--- src/rtl/hdr_rx_pkg.sv ---
package hdr_rx_pkg;
  localparam int SFD_W    = 16;
  localparam int SIG_W    = 8;
  localparam int SVC_W    = 8;
  localparam int LEN_W    = 16;
  localparam int CRC_W    = 16;
  localparam int OFS_SVC  = SIG_W;
  localparam int OFS_LEN  = OFS_SVC + SVC_W;
  localparam int OFS_CRC  = OFS_LEN + LEN_W;
  localparam int HDR_BITS = OFS_CRC + CRC_W;
  localparam int IDX_W    = $clog2(HDR_BITS);

  localparam logic [CRC_W-1:0] CRC_POLY = 16'h1021;
  localparam logic [CRC_W-1:0] CRC_SEED = 16'hFFFF;

  typedef enum logic [1:0] {ST_IDLE, ST_SEARCH, ST_FIELDS} rx_state_e;
  typedef enum logic [1:0] {CRC_OFF, CRC_SFD, CRC_SFD_LEN, CRC_SIG_LEN} crc_mode_e;

  function automatic logic [CRC_W-1:0] crc_step(logic [CRC_W-1:0] c, logic b);
    logic fb;
    fb = c[CRC_W-1] ^ b;
    return {c[CRC_W-2:0], 1'b0} ^ (fb ? CRC_POLY : '0);
  endfunction

  function automatic logic [CRC_W-1:0] crc_of_pattern(logic [SFD_W-1:0] pat);
    logic [CRC_W-1:0] c;
    c = CRC_SEED;
    for (int i = 0; i < SFD_W; i++) c = crc_step(c, pat[i]);
    return c;
  endfunction
endpackage

--- src/rtl/hdr_sfd_search.sv ---
module hdr_sfd_search #(
  parameter int PAT_W = 16,
  parameter int WIN_W = 8
) (
  input  logic             clk_i,
  input  logic             rst_ni,
  input  logic             clr_i,
  input  logic             en_i,
  input  logic             bit_i,
  input  logic [PAT_W-1:0] pat_i,
  input  logic [WIN_W-1:0] win_i,
  output logic             hit_o,
  output logic             expire_o
);
  localparam int FILL_W = $clog2(PAT_W + 1);
  localparam int CNT_W  = WIN_W + 1;

  logic [PAT_W-1:0]  shift_q, shift_d;
  logic [FILL_W-1:0] fill_q;
  logic [CNT_W-1:0]  win_q;
  logic              full;

  assign shift_d  = {bit_i, shift_q[PAT_W-1:1]};
  assign full     = fill_q >= FILL_W'(PAT_W - 1);
  assign hit_o    = en_i && full && (shift_d == pat_i);
  // window test uses the strobe being taken now
  assign expire_o = en_i && !hit_o && ((win_q + 1'b1) >= {1'b0, win_i});

  always_ff @(posedge clk_i or negedge rst_ni) begin
    if (!rst_ni) begin
      shift_q <= '0;
      fill_q  <= '0;
      win_q   <= '0;
    end else if (clr_i) begin
      shift_q <= '0;
      fill_q  <= '0;
      win_q   <= '0;
    end else if (en_i) begin
      shift_q <= shift_d;
      if (fill_q != FILL_W'(PAT_W)) fill_q <= fill_q + 1'b1;
      win_q <= win_q + 1'b1;
    end
  end

  AST_WIN_BOUND: assert property (@(posedge clk_i) disable iff (!rst_ni)
    en_i |-> ((win_q < {1'b0, win_i}) || (win_q == '0)));
endmodule

--- src/rtl/hdr_crc16.sv ---
module hdr_crc16
  import hdr_rx_pkg::*;
(
  input  logic             clk_i,
  input  logic             rst_ni,
  input  logic             init_i,
  input  logic [CRC_W-1:0] init_val_i,
  input  logic             step_i,
  input  logic             bit_i,
  output logic [CRC_W-1:0] crc_o
);
  logic [CRC_W-1:0] crc_q;

  always_ff @(posedge clk_i or negedge rst_ni) begin
    if (!rst_ni)     crc_q <= CRC_SEED;
    else if (init_i) crc_q <= init_val_i;
    else if (step_i) crc_q <= crc_step(crc_q, bit_i);
  end

  assign crc_o = crc_q;
endmodule

--- src/rtl/hdr_field_cap.sv ---
module hdr_field_cap #(
  parameter int N = 48
) (
  input  logic                 clk_i,
  input  logic                 rst_ni,
  input  logic                 start_i,
  input  logic                 stb_i,
  input  logic                 bit_i,
  output logic [$clog2(N)-1:0] idx_o,
  output logic [N-1:0]         hdr_o
);
  localparam int IW = $clog2(N);

  logic [IW-1:0] idx_q;
  logic [N-1:0]  hdr_q;

  always_ff @(posedge clk_i or negedge rst_ni) begin
    if (!rst_ni)      idx_q <= '0;
    else if (start_i) idx_q <= '0;
    else if (stb_i)   idx_q <= idx_q + 1'b1;
  end

  for (genvar g = 0; g < N; g++) begin : g_bit
    always_ff @(posedge clk_i or negedge rst_ni) begin
      if (!rst_ni)                           hdr_q[g] <= 1'b0;
      else if (stb_i && idx_q == IW'(g))     hdr_q[g] <= bit_i;
    end
  end

  assign idx_o = idx_q;
  assign hdr_o = hdr_q;

  AST_IDX_RANGE: assert property (@(posedge clk_i) disable iff (!rst_ni)
    stb_i |-> (idx_q < IW'(N)));
endmodule

--- src/rtl/hdr_rx_parser.sv ---
module hdr_rx_parser
  import hdr_rx_pkg::*;
#(
  parameter int WIN_W = 8
) (
  input  logic             clk_i,
  input  logic             rst_ni,
  input  logic             restart_i,
  input  logic             sym_stb_i,
  input  logic             sym_bit_i,
  input  logic [WIN_W-1:0] win_len_i,
  input  logic [SFD_W-1:0] sfd_pat_i,
  input  logic [SIG_W-1:0] code_bpsk_i,
  input  logic [SIG_W-1:0] code_qpsk_i,
  input  logic [1:0]       crc_mode_i,
  output logic [SIG_W-1:0] sig_o,
  output logic [SVC_W-1:0] svc_o,
  output logic [LEN_W-1:0] len_o,
  output logic [CRC_W-1:0] rx_crc_o,
  output logic             mod_dbpsk_o,
  output logic             mod_dqpsk_o,
  output logic             mod_unknown_o,
  output logic             hdr_valid_o,
  output logic             timeout_o,
  output logic             crc_err_o
);
  rx_state_e state_q;
  crc_mode_e mode;

  logic                search_en, sfd_hit, sfd_expire;
  logic                fld_stb, sig_done, hdr_last, covered;
  logic [IDX_W-1:0]    idx;
  logic [HDR_BITS-1:0] hdr;
  logic [SIG_W-1:0]    sig_full;
  logic [CRC_W-1:0]    rx_crc_full, crc_val, crc_init;
  logic                crc_ok;
  logic                bpsk_q, qpsk_q, unk_q, valid_q, tmo_q, crc_err_q;

  assign mode      = crc_mode_e'(crc_mode_i);
  assign search_en = sym_stb_i && !restart_i && (state_q == ST_SEARCH);
  assign fld_stb   = sym_stb_i && !restart_i && (state_q == ST_FIELDS);

  hdr_sfd_search #(.PAT_W(SFD_W), .WIN_W(WIN_W)) u_search (
    .clk_i    (clk_i),
    .rst_ni   (rst_ni),
    .clr_i    (restart_i),
    .en_i     (search_en),
    .bit_i    (sym_bit_i),
    .pat_i    (sfd_pat_i),
    .win_i    (win_len_i),
    .hit_o    (sfd_hit),
    .expire_o (sfd_expire)
  );

  hdr_field_cap #(.N(HDR_BITS)) u_cap (
    .clk_i   (clk_i),
    .rst_ni  (rst_ni),
    .start_i (sfd_hit),
    .stb_i   (fld_stb),
    .bit_i   (sym_bit_i),
    .idx_o   (idx),
    .hdr_o   (hdr)
  );

  // coverage per mode over field bit index
  always_comb begin
    unique case (mode)
      CRC_SFD_LEN: covered = (idx >= IDX_W'(OFS_LEN)) && (idx < IDX_W'(OFS_CRC));
      CRC_SIG_LEN: covered = idx < IDX_W'(OFS_CRC);
      default:     covered = 1'b0;
    endcase
  end

  assign crc_init = ((mode == CRC_SFD) || (mode == CRC_SFD_LEN)) ? crc_of_pattern(sfd_pat_i)
                                                                  : CRC_SEED;

  hdr_crc16 u_crc (
    .clk_i      (clk_i),
    .rst_ni     (rst_ni),
    .init_i     (sfd_hit),
    .init_val_i (crc_init),
    .step_i     (fld_stb && covered),
    .bit_i      (sym_bit_i),
    .crc_o      (crc_val)
  );

  assign sig_done    = fld_stb && (idx == IDX_W'(SIG_W - 1));
  assign hdr_last    = fld_stb && (idx == IDX_W'(HDR_BITS - 1));
  assign sig_full    = {sym_bit_i, hdr[SIG_W-2:0]};
  assign rx_crc_full = {sym_bit_i, hdr[HDR_BITS-2:OFS_CRC]};
  assign crc_ok      = (mode == CRC_OFF) || (rx_crc_full == ~crc_val);

  always_ff @(posedge clk_i or negedge rst_ni) begin
    if (!rst_ni) begin
      state_q   <= ST_IDLE;
      bpsk_q    <= 1'b0;
      qpsk_q    <= 1'b0;
      unk_q     <= 1'b0;
      valid_q   <= 1'b0;
      tmo_q     <= 1'b0;
      crc_err_q <= 1'b0;
    end else begin
      valid_q <= 1'b0;
      tmo_q   <= 1'b0;
      if (restart_i) begin
        state_q <= ST_SEARCH;
      end else begin
        unique case (state_q)
          ST_SEARCH: begin
            if (sfd_hit) begin
              state_q   <= ST_FIELDS;
              bpsk_q    <= 1'b0;
              qpsk_q    <= 1'b0;
              unk_q     <= 1'b0;
              crc_err_q <= 1'b0;
            end else if (sfd_expire) begin
              tmo_q   <= 1'b1;
              state_q <= ST_IDLE;
            end
          end
          ST_FIELDS: begin
            if (sig_done) begin
              bpsk_q <= (sig_full == code_bpsk_i);
              qpsk_q <= (sig_full != code_bpsk_i) && (sig_full == code_qpsk_i);
              unk_q  <= (sig_full != code_bpsk_i) && (sig_full != code_qpsk_i);
            end
            if (hdr_last) begin
              state_q   <= ST_IDLE;
              crc_err_q <= !crc_ok;
              valid_q   <= crc_ok && (bpsk_q || qpsk_q);
            end
          end
          default: ;
        endcase
      end
    end
  end

  assign sig_o         = hdr[SIG_W-1:0];
  assign svc_o         = hdr[OFS_LEN-1:OFS_SVC];
  assign len_o         = hdr[OFS_CRC-1:OFS_LEN];
  assign rx_crc_o      = hdr[HDR_BITS-1:OFS_CRC];
  assign mod_dbpsk_o   = bpsk_q;
  assign mod_dqpsk_o   = qpsk_q;
  assign mod_unknown_o = unk_q;
  assign hdr_valid_o   = valid_q;
  assign timeout_o     = tmo_q;
  assign crc_err_o     = crc_err_q;

  AST_VALID_PULSE: assert property (@(posedge clk_i) disable iff (!rst_ni)
    hdr_valid_o |=> !hdr_valid_o);
  AST_VALID_CLEAN: assert property (@(posedge clk_i) disable iff (!rst_ni)
    hdr_valid_o |-> (!crc_err_o && !mod_unknown_o && state_q == ST_IDLE));
  AST_TIMEOUT_PULSE: assert property (@(posedge clk_i) disable iff (!rst_ni)
    timeout_o |=> !timeout_o);
  AST_TIMEOUT_IDLE: assert property (@(posedge clk_i) disable iff (!rst_ni)
    timeout_o |-> (state_q == ST_IDLE));
  AST_MOD_ONEHOT: assert property (@(posedge clk_i) disable iff (!rst_ni)
    $onehot0({mod_dbpsk_o, mod_dqpsk_o, mod_unknown_o}));
  AST_RESTART_QUIET: assert property (@(posedge clk_i) disable iff (!rst_ni)
    restart_i |=> (!hdr_valid_o && !timeout_o && state_q == ST_SEARCH));
  AST_FIELDS_HOLD: assert property (@(posedge clk_i) disable iff (!rst_ni)
    (state_q != ST_FIELDS) |=> $stable(sig_o) && $stable(len_o));
endmodule

--- config.mk ---
export PLATFORM = sky130hd
export DESIGN_NAME = hdr_rx_parser
export DESIGN_NICKNAME = d
export VERILOG_FILES = /design/src/rtl/hdr_rx_pkg.sv /design/src/rtl/hdr_sfd_search.sv /design/src/rtl/hdr_crc16.sv /design/src/rtl/hdr_field_cap.sv /design/src/rtl/hdr_rx_parser.sv
export SDC_FILE = /design/constraint.sdc
export NUM_CORES = 1
export LEC_CHECK = 0
export ABC_AREA = 1
export BUFFER_PORTS_ARGS = -buffer_cell sky130_fd_sc_hd__buf_4
export CORE_MARGIN = 2
export CORE_UTILIZATION = 62
export DETAILED_ROUTE_END_ITERATION = 12
export GPL_TIMING_DRIVEN = 0
export MAX_ROUTING_LAYER = met4
export PLACE_DENSITY = 0.86
export SETUP_SLACK_MARGIN = 0.05
export SLEW_MARGIN = 20
export SYNTH_ARGS = -nofsm -noshare
export SYNTH_HDL_FRONTEND = slang
export SYNTH_SLANG_ARGS = --single-unit
--- constraint.sdc ---
create_clock -name clk_i -period 3.9 [get_ports clk_i]
set_clock_uncertainty 0.2 [all_clocks]
set_input_delay 0.78 -clock clk_i [delete_from_list [all_inputs] [get_ports clk_i]]
set_output_delay 0.78 -clock clk_i [all_outputs]
set_load 0.05 [all_outputs]
* After elaboration in Yosys (flattened, before gate mapping)
Index checks and enable logic that the tools add are counted.
** Word-level totals
- Register bits :: 108
- Output and inout port bits :: 54
- Word-level logic and storage cells :: 295
** Cells by class
- $add $sub $neg :: 3
- Order comparisons :: 4
- Equal/unequal tests :: 64
- Muxes and demuxes :: 51
- Bitwise gates (word level) :: 35
- Reductions and logical operators :: 78
** Operators with widths (number)
- $xor A16 B13 Y16 :: 15
- $mux W13 :: 17
- $eq A6 B5 Y1 const B :: 16
- $eq A6 B6 Y1 const B :: 16
- $mux W16 :: 5
- $logic_and A1 B1 Y1 :: 60
- $eq A6 B4 Y1 const B :: 8
- $eq A16 B16 Y1 :: 2
- $eq A6 B3 Y1 const B :: 4
- $mux W9 :: 2
- $eq A8 B8 Y1 :: 2
- $ne A8 B8 Y1 :: 2
- $not A16 Y16 :: 1
- $xor A1 B1 Y1 :: 16
- $xor A16 B16 Y16 :: 1
- $mux W5 :: 3
- $not A12 Y15 :: 1
- $eq A6 B2 Y1 const B :: 2
- $mux W1 :: 12
- $mux W6 :: 2
- $pmux W1 S2 :: 5
- $reduce_bool A2 Y1 :: 5
- $add A9 B1 Y9 const B :: 1
- $ge A9 B8 Y1 :: 1
- 24 further kinds :: 36

* Longest topological paths before layout
Gate-level depths: netlist of run 1.
- Depth in word-level cells :: 49
- Depth in mapped cells :: 18
- Gate-level depth less buffers :: 18

* Hierarchy
Synthesis of run 1 repeated with hierarchy kept, for this count alone.
** Unflattened totals
- Cells, all modules :: 998
- Area total of the unflattened synthesis :: 7044.3 um^2
** Modules (own cells, without submodules)
- hdr_field_cap :: instances 1, cells each 310, area an instance 2489.9 um^2, sequential area each 1351.3 um^2
- hdr_rx_parser :: instances 1, cells each 321, area an instance 1863.0 um^2, sequential area each 200.2 um^2
- hdr_sfd_search :: instances 1, cells each 265, area an instance 1863.0 um^2, sequential area each 725.7 um^2
- hdr_crc16 :: instances 1, cells each 102, area an instance 828.3 um^2, sequential area each 420.4 um^2

* Worst setup path after synthesis of run 1
No wires, ideal clock.
- Path type :: reg2reg
- Start :: register u_search.win_q[0]
- End :: register state_q[0]
- Setup time :: 0.117 ns
- Data arrival time :: 2.022 ns
- Required time :: 3.583 ns
- Path slack :: 1.561 ns
- Stages on the path, launching flop included :: 18
- Buffers on the path :: 0
- Period minus slack after synthesis :: 2.339 ns
- Cells stage by stage :: dfrtp_1 -> ha_1 -> nand3_1 -> nor2_1 -> xor2_1 -> inv_1 -> ha_1 -> nand2_1 -> inv_1 -> nand3_1 -> nor3_1 -> nor2_1 -> nand2_1 -> nand2_1 -> nand2_1 -> nand2_1 -> nand2_1 -> nand2_1
** On the way
- Cells in the longest elaborated chain, start to end :: 5
** Ends and longest elaborated chain
- from (decl) :: line hdr_sfd_search.sv:20 : logic [CNT_W-1:0] win_q;
- from (signal assigned) :: line hdr_sfd_search.sv:41 : win_q <= win_q + 1'b1;
- $add A9 B1 Y9 :: line hdr_sfd_search.sv:27 : assign expire_o = en_i && !hit_o && ((win_q + 1'b1) >= {1'b0, win_i});
- $ge A9 B8 Y1 :: line hdr_sfd_search.sv:27
- $logic_and A1 B1 Y1 :: line hdr_sfd_search.sv:27
- $ne A4 B3 Y1 (no source line)
- $reduce_and A3 Y1 (no source line)
- to (signal assigned) :: line hdr_rx_parser.sv:95 : state_q <= ST_IDLE;
- to (signal assigned) :: line hdr_rx_parser.sv:106 : state_q <= ST_SEARCH;
- to (signal assigned) :: line hdr_rx_parser.sv:111 : state_q <= ST_FIELDS;
- to (decl) :: line hdr_rx_parser.sv:27 : rx_state_e state_q;
No other way between the ends.
A chain may end at the register's enable or synchronous reset.

* Final worst setup path of run 1
- Start :: register u_search.win_q[0]
- End :: register state_q[1]
Same word-level chain as after synthesis.

==> results.json, run 1 <==
{
  "fp.dieH_um": 105,
  "cts-root-buf": "clkbuf_8",
  "antenna_found_initial": 0,
  "async_reset_ff_share_pct": 100,
  "first_global_vias": 5772,
  "wl_met1_um": 6560,
  "placed_cell_area_um2": 7210,
  "area_delta_synth_final_pct": 17.7,
  "gp_congestion": 0.973,
  "fp.coreArea_um2": 9820,
  "critPathKind": "reg2reg",
  "initial_core_util_pct": 64.0,
  "netlist_top_cells_count": "184 x nand2_1, 100 x inv_1, 91 x dfrtp_1, 73 x nor2_1, 52 x a21oi_1",
  "nets": 966,
  "synth.top_cell.area_share_pct": 36.2,
  "dp_hpwl_um": 12500,
  "route.detailed.drc": 0,
  "io_buffers": 100,
  "dieArea_um2": 11000,
  "routed.top_layer": "met4",
  "netlist_instances": 787,
  "clock_path_buffers": 2,
  "grt-ovfl-total": 0,
  "synth-seq-cells": 107,
  "drtPass1Iterations": 8,
  "r2r_start": "u_search.win_q[0]",
  "avgRoutedWirePerCell_um": 15.9,
  "drt_iter0_markers": 444,
  "postRouteAntennaNets": 0,
  "fin_area_um2": 7400,
  "synth_area_leader_cell": "dfrtp_1",
  "ys_seq_area_share_pct": 42.9,
  "post-route-min-period_ns": 2.76,
  "powerDensity_nw_per_um2": 289,
  "r2r-end": "state_q[1]",
  "synth_edf_count": 0,
  "grt_usage_pct": 31.5,
  "reg2reg_slack_ns": 1.14,
  "p_leak_nw": 3.86,
  "cts-buffers-inserted": 9,
  "timing.fmax_mhz": 362,
  "vias": 5882,
  "yosys_warnings": 0,
  "synthesis.area_um2": 6290,
  "fillCellCount": 727,
  "max-vdd-ir-drop_mv": 0.202,
  "dieWidth_um": 105,
  "synth_cell_types": 40,
  "grt_max_degree": 108,
  "setup_viol_count_final": 0,
  "max_cap_violations": 0,
  "startpoint_type": "flip-flop",
  "drive_above_1_share_pct": 19.7,
  "dr_wl_met2_um": 8230,
  "fin_setup_tns_ns": 0,
  "h-tree-depth": 3,
  "arrival_ns": 2.83,
  "tightest_slew_ns": 0.971,
  "maxSlewHeadroom_pct": 35.3,
  "min_path_type": "in2async",
  "post_cts_buffers": 0,
  "diodes": 0,
  "min_period_over_period_pct": 70.8,
  "outcome": "complete, no violations",
  "cp.required_ns": 3.97,
  "ys.flop_type": "dfrtp_1",
  "maxSlewViolCount": 0,
  "final-hold-violation-count": 0,
  "cts_hold_buf": 0,
  "synthTopCellsByArea": "dfrtp_1 36%, nand2_1 11%, dfstp_2 6.7%, inv_1 6.0%, xor2_1 5.4%",
  "clk-insertion-delay-late_ns": 0.38,
  "io_pins": 101,
  "cts_tree": "done",
  "rows": 36,
  "vias_per_cell": 5.68,
  "wl_um": 16400,
  "syn_nets": 855,
  "clock_sinks": 107,
  "wl_met3_um": 1160,
  "critPathCaptureType": "flip-flop",
  "post_cts_resized": 0,
  "synth_most_common_cell": "nand2_1",
  "reg2reg_depth": 17,
  "grt_pass1_wl_um": 27000,
  "cts.clk_slew.worst_paths_ns": 0.10,
  "syn_avg_cell_area_um2": 7.99,
  "crit_fanout": 6,
  "rsz0062_at_grt": "false"
}
-- placed cells by master (no fill, tap or decap), types with 2 or more instances in the layout --
master and n:
a21oi_1 52, a22o_1 3, a31oi_1 38, buf_2 9, buf_4 102, buf_6 2
clkbuf_1 10, clkbuf_8 10, clkinv_2 2, dfrtp_1 91, dfstp_2 16, ha_1 21
inv_1 100, inv_2 2, mux2_2 9, nand2_1 184, nand2_4 2, nand3_1 31
nand3b_1 2, nand4_1 7, nor2_1 73, nor2_2 3, nor3_1 5, o211ai_1 3
o21ai_0 24, o21ai_1 4, o22ai_1 19, or2_2 10, xnor2_1 15, xnor2_2 2
xor2_1 39
-- registers in the layout, indices dropped and copies added (netlist names) --
signal and flops:
crc_err_o 1, hdr_valid_o 1, mod_dbpsk_o 1, mod_dqpsk_o 1
mod_unknown_o 1, state_q 2, timeout_o 1, u_cap.hdr_o 48
u_cap.idx_o 6, u_crc.crc_o 16, u_search.fill_q 5, u_search.shift_q 15
u_search.win_q 9
-- critical path, stage by stage (launching register included) --
cell and delay [ns]:
dfrtp_1 0.45, ha_1 0.22, nand3_1 0.14, nor2_1 0.23
xor2_1 0.22, inv_1 0.07, ha_1 0.30, nand2_1 0.06
inv_1 0.06, nand3_1 0.06, nor3_1 0.15, nor2_1 0.07
nand2_1 0.08, nand2_1 0.11, nand2_1 0.08, nand2_1 0.07
nand2_1 0.06, nand2_1 0.05
-- report_power, final --
| group | internal, mW | total (mW) | switching [mW] | leakage [nW] |
|---|---|---|---|---|
| registers | 1.12 | 1.14 | 0.0151 | 1.41 |
| clock network | 0.316 | 0.684 | 0.369 | 0.101 |
| logic | 0.116 | 0.315 | 0.199 | 2.35 |
| total | 1.56 | 2.14 | 0.583 | 3.86 |
-- cells by family after synthesis --
logic type,after synthesis,synth area share (%)
AND/OR/NAND/NOR,323,21.9
buffers and inverters,124,7.92
adder cells (fa/ha/maj),21,4.18
AO/OA/AOI/OAI,147,13.4
multiplexers,9,1.61
XOR/XNOR,56,8.04
flip-flops,107,42.9
-- metal layers --
metal  global-route usage, %  vias to the layer above
li1                        -                     2783
met1                    38.6                     2764
met2                    53.1                      287
met3                    4.80                       48
met4                    11.8                        0
met5                       -                        -
-- stage by stage --
step	power (mW)	setup WS (ns)	hold slack, ns	util (%)	cells
after detailed placement	1.47	1.14	0.283	73.4	1020
after global placement	1.45	1.22	0.268	73.4	1020
final	2.14	1.14	0.287	75.4	1036
after CTS	2.15	1.15	0.299	75.4	1036
after floorplan	1.35	1.56	0.255	-	787
after global routing	2.22	0.833	0.311	75.4	1036
-- cell type report --
class	instances	area, um^2	area share, %
Multi-Input combinational cell	556	3090	41.8
Sequential cell	107	2700	36.4
Timing Repair Buffer	100	754	10.2
Inverter	103	389	5.26
Tap cell	133	166	2.25
Clock buffer	12	145	1.96
Buffer	21	109	1.47
Clock inverter	4	48.8	0.659
-- how the worst max path moves through the flow --
stage	startpoint	to	slack (ns)	cells past startpoint
after global placement	restart_i	state_q[0]	1.22	15
after floorplan	u_search.win_q[0]	state_q[0]	1.56	17
after detailed placement	restart_i	state_q[0]	1.14	15
final	u_search.win_q[0]	state_q[1]	1.14	17
after global routing	u_search.win_q[0]	state_q[0]	0.83	17
after CTS	u_search.win_q[0]	state_q[0]	1.15	17
Note: power is estimated with default switching activity, not from simulation.
==> run 2: changes to the inputs <==
--- a/config.mk
+++ b/config.mk
@@ -5,14 +5,14 @@
 export SDC_FILE = /design/constraint.sdc
 export NUM_CORES = 1
 export LEC_CHECK = 0
-export ABC_AREA = 1
+export ABC_AREA = 0
 export BUFFER_PORTS_ARGS = -buffer_cell sky130_fd_sc_hd__buf_4
 export CORE_MARGIN = 2
-export CORE_UTILIZATION = 62
+export CORE_UTILIZATION = 57
 export DETAILED_ROUTE_END_ITERATION = 12
 export GPL_TIMING_DRIVEN = 0
 export MAX_ROUTING_LAYER = met4
-export PLACE_DENSITY = 0.86
+export PLACE_DENSITY = 0.8
 export SETUP_SLACK_MARGIN = 0.05
 export SLEW_MARGIN = 20
 export SYNTH_ARGS = -nofsm -noshare
==> constraint.sdc (replaced) <==
create_clock -name clk_i -period 2.8 [get_ports clk_i]
set_clock_uncertainty 0.2 [all_clocks]
set_input_delay 0.56 -clock clk_i [delete_from_list [all_inputs] [get_ports clk_i]]
set_output_delay 0.56 -clock clk_i [all_outputs]
set_load 0.05 [all_outputs]
==> run 2 against run 1 <==
  * Critical path depth shrank 8
  * Die area grew 6.8%
  * Non-clock buffer count grew 11
  * Clock power grew 33%
  * Setup slack lost 0.96 ns
  * Synthesized area shrank 1.6%
  * Design area shrank 0.88%
  * Critical path type unchanged
  * Sequential power grew 38%
==> results.json, run 2 <==
{
  "hold-worst-slack_ns": 0.0960,
  "dp.cells": 860,
  "dp_hpwl_um": 11200,
  "antenna_found_initial": 0,
  "fp.coreArea_um2": 10700,
  "post-route-min-period_ns": 2.62,
  "clock_sinks": 107,
  "h-tree-depth": 3,
  "r2r_start": "u_search.fill_q[0]",
  "fp.dieH_um": 108,
  "route.detailed.drc": 0,
  "first_global_vias": 4971,
  "fin_total_pwr_mw": 2.87,
  "largest_register_ffs": 48,
  "syn_avg_cell_area_um2": 9.93,
  "min_path_type": "in2async",
  "cts-root-buf": "clkbuf_8",
  "fillCellCount": 838,
  "min_period_over_period_pct": 93.7,
  "multi_input_area_um2": 3310,
  "synth_cell_types": 50,
  "drtPass1Iterations": 5,
  "cts.clk_slew.worst_paths_ns": 0.11,
  "vias": 4931,
  "nets": 802,
  "grt_pass1_wl_um": 24400,
  "synth_area_leader_cell": "dfrtp_1",
  "final_common_cell": "buf_4",
  "cts_hold_buf": 0,
  "syn_nets": 691,
  "critPathMaxStageDelay_ns": 0.46,
  "synth-seq-cells": 107,
  "cts_tree": "done",
  "arrival_ns": 2.69,
  "io_buffers": 97,
  "ff_latch_area_um2": 2700,
  "dieArea_um2": 11700,
  "vias_per_cell": 5.61,
  "wl_um": 14700,
  "setup_viol_count_final": 0,
  "clock_path_buffers": 2,
  "rsz0062_at_grt": "true",
  "critPathCaptureType": "flip-flop",
  "drive_above_1_share_pct": 20.7,
  "crit_fanout": 6,
  "fin_area_um2": 7340,
  "synthesis.area_um2": 6190,
  "netlist_top_cells_count": "91 x dfrtp_1, 67 x nand2_1, 57 x xnor2_1, 53 x nor2_1, 50 x mux2_1",
  "grt_max_degree": 108,
  "maxSlewHeadroom_pct": 35.1,
  "initial_core_util_pct": 57.8,
  "netlist_instances": 623,
  "crit_top_cell": "ha_1",
  "grt_usage_pct": 27.6,
  "tightest_slew_ns": 0.973,
  "avgRoutedWirePerCell_um": 16.7,
  "postRouteAntennaNets": 0,
  "cts-buffers-inserted": 9,
  "path_cells": "ha_1 -> and3_1 -> ha_1 -> nor2_1 -> a211oi_1 -> and4_1 -> and2_1 -> o221ai_1 -> mux2_1",
  "rows": 38,
  "cp.required_ns": 2.87,
  "synthTopCellsByArea": "dfrtp_1 37%, mux2_1 9.1%, xnor2_1 8.1%, dfstp_2 6.8%, xor2_1 6.2%",
  "final_cell_mix": "100 x buf_4, 90 x dfrtp_1, 67 x nand2_1",
  "final-hold-violation-count": 0,
  "outcome": "complete, no violations",
  "diodes": 0,
  "grt-ovfl-total": 0,
  "clk-insertion-delay-late_ns": 0.38,
  "area_delta_synth_final_pct": 18.6,
  "placed_cell_area_um2": 7100,
  "synth.top_cell.area_share_pct": 36.8,
  "yosys_warnings": 0,
  "powerDensity_nw_per_um2": 390,
  "critPathKind": "reg2reg",
  "dieWidth_um": 108,
  "p_leak_nw": 3.51,
  "startpoint": "u_search.fill_q[0]",
  "synth_most_common_cell": "dfrtp_1",
  "max-vdd-ir-drop_mv": 0.216,
  "startpoint_type": "flip-flop",
  "synth_edf_count": 0,
  "fin_setup_tns_ns": 0,
  "timing.fmax_mhz": 381,
  "critPathSlowestCell": "dfrtp_2",
  "io_pins": 101,
  "async_reset_ff_share_pct": 100,
  "ys.flop_type": "dfrtp_1",
  "critPathTopFamily": "simple AND/OR/NAND/NOR gates",
  "ys_seq_area_share_pct": 43.6,
  "critical_path_buf_inv_count": 0,
  "max_cap_violations": 0,
  "drt_iter0_markers": 280,
  "maxSlewViolCount": 0,
  "final_cells": 879,
  "gp_congestion": 0.889
}
-- run 2: cell families after synthesis --
group                      synth area share, %
AOI/OAI and AO/OA                         6.03
xor gates and xnor gates                  14.6
adders and majority gates                 4.25
buffers and inverters                     3.40
DFF                                       43.6
muxes                                     11.7
and+or+nand+nor                           16.5
-- run 2: timing repair --
item,CTS,global route
endpoints found under the hold margin,0,0
setup buffers,0,3
gates resized for setup,1,12
setup endpoints to repair,2,29
pin swaps,0,2
-- run 2: area by class of cell --
type	instances	area share [%]
Buffer	32	1.98
Clock buffer	10	1.74
Clock inverter	6	0.767
Inverter	19	0.972
Multi-Input combinational cell	465	45.1
Sequential cell	107	36.8
Tap cell	140	2.39
Timing Repair Buffer	100	10.3
-- run 2: per-stage QoR --
step                      setup slack, ns  utilization (%)
after floorplan                     0.442                -
after global placement              0.129             66.3
after detailed placement           0.0427             66.3
after CTS                          0.0849             68.1
after global routing              0.00394             68.6
final                               0.177             68.6
-- run 2: path summary, 6_finish.rpt --
kind                                      end  cells past startpoint  slack, ns
hold reg to reg               u_cap.hdr_o[13]                      1       0.30
max in group asynchronous  u_search.fill_q[0]                      1       1.62
hold / removal                u_cap.hdr_o[42]                      1        0.1
setup / recovery                mod_unknown_o                      9       0.18
min in group clk_i            u_cap.hdr_o[13]                      1       0.30
setup reg to reg                mod_unknown_o                      9       0.18
-- run 2: per-layer routing --
layer	track usage (%)	wire, um	up-vias
met2	43.8	7250	143
li1	-	-	2332
met5	-	0	-
met3	4.58	758	27
met1	36.9	6410	2429
met4	7.88	278	0
-- run 2: power breakdown --
group | total [mW] | switching (mW) | internal [mW]
logic | 0.384 | 0.221 | 0.163
clock network | 0.911 | 0.566 | 0.345
registers | 1.57 | 0.0134 | 1.56
total | 2.87 | 0.800 | 2.06
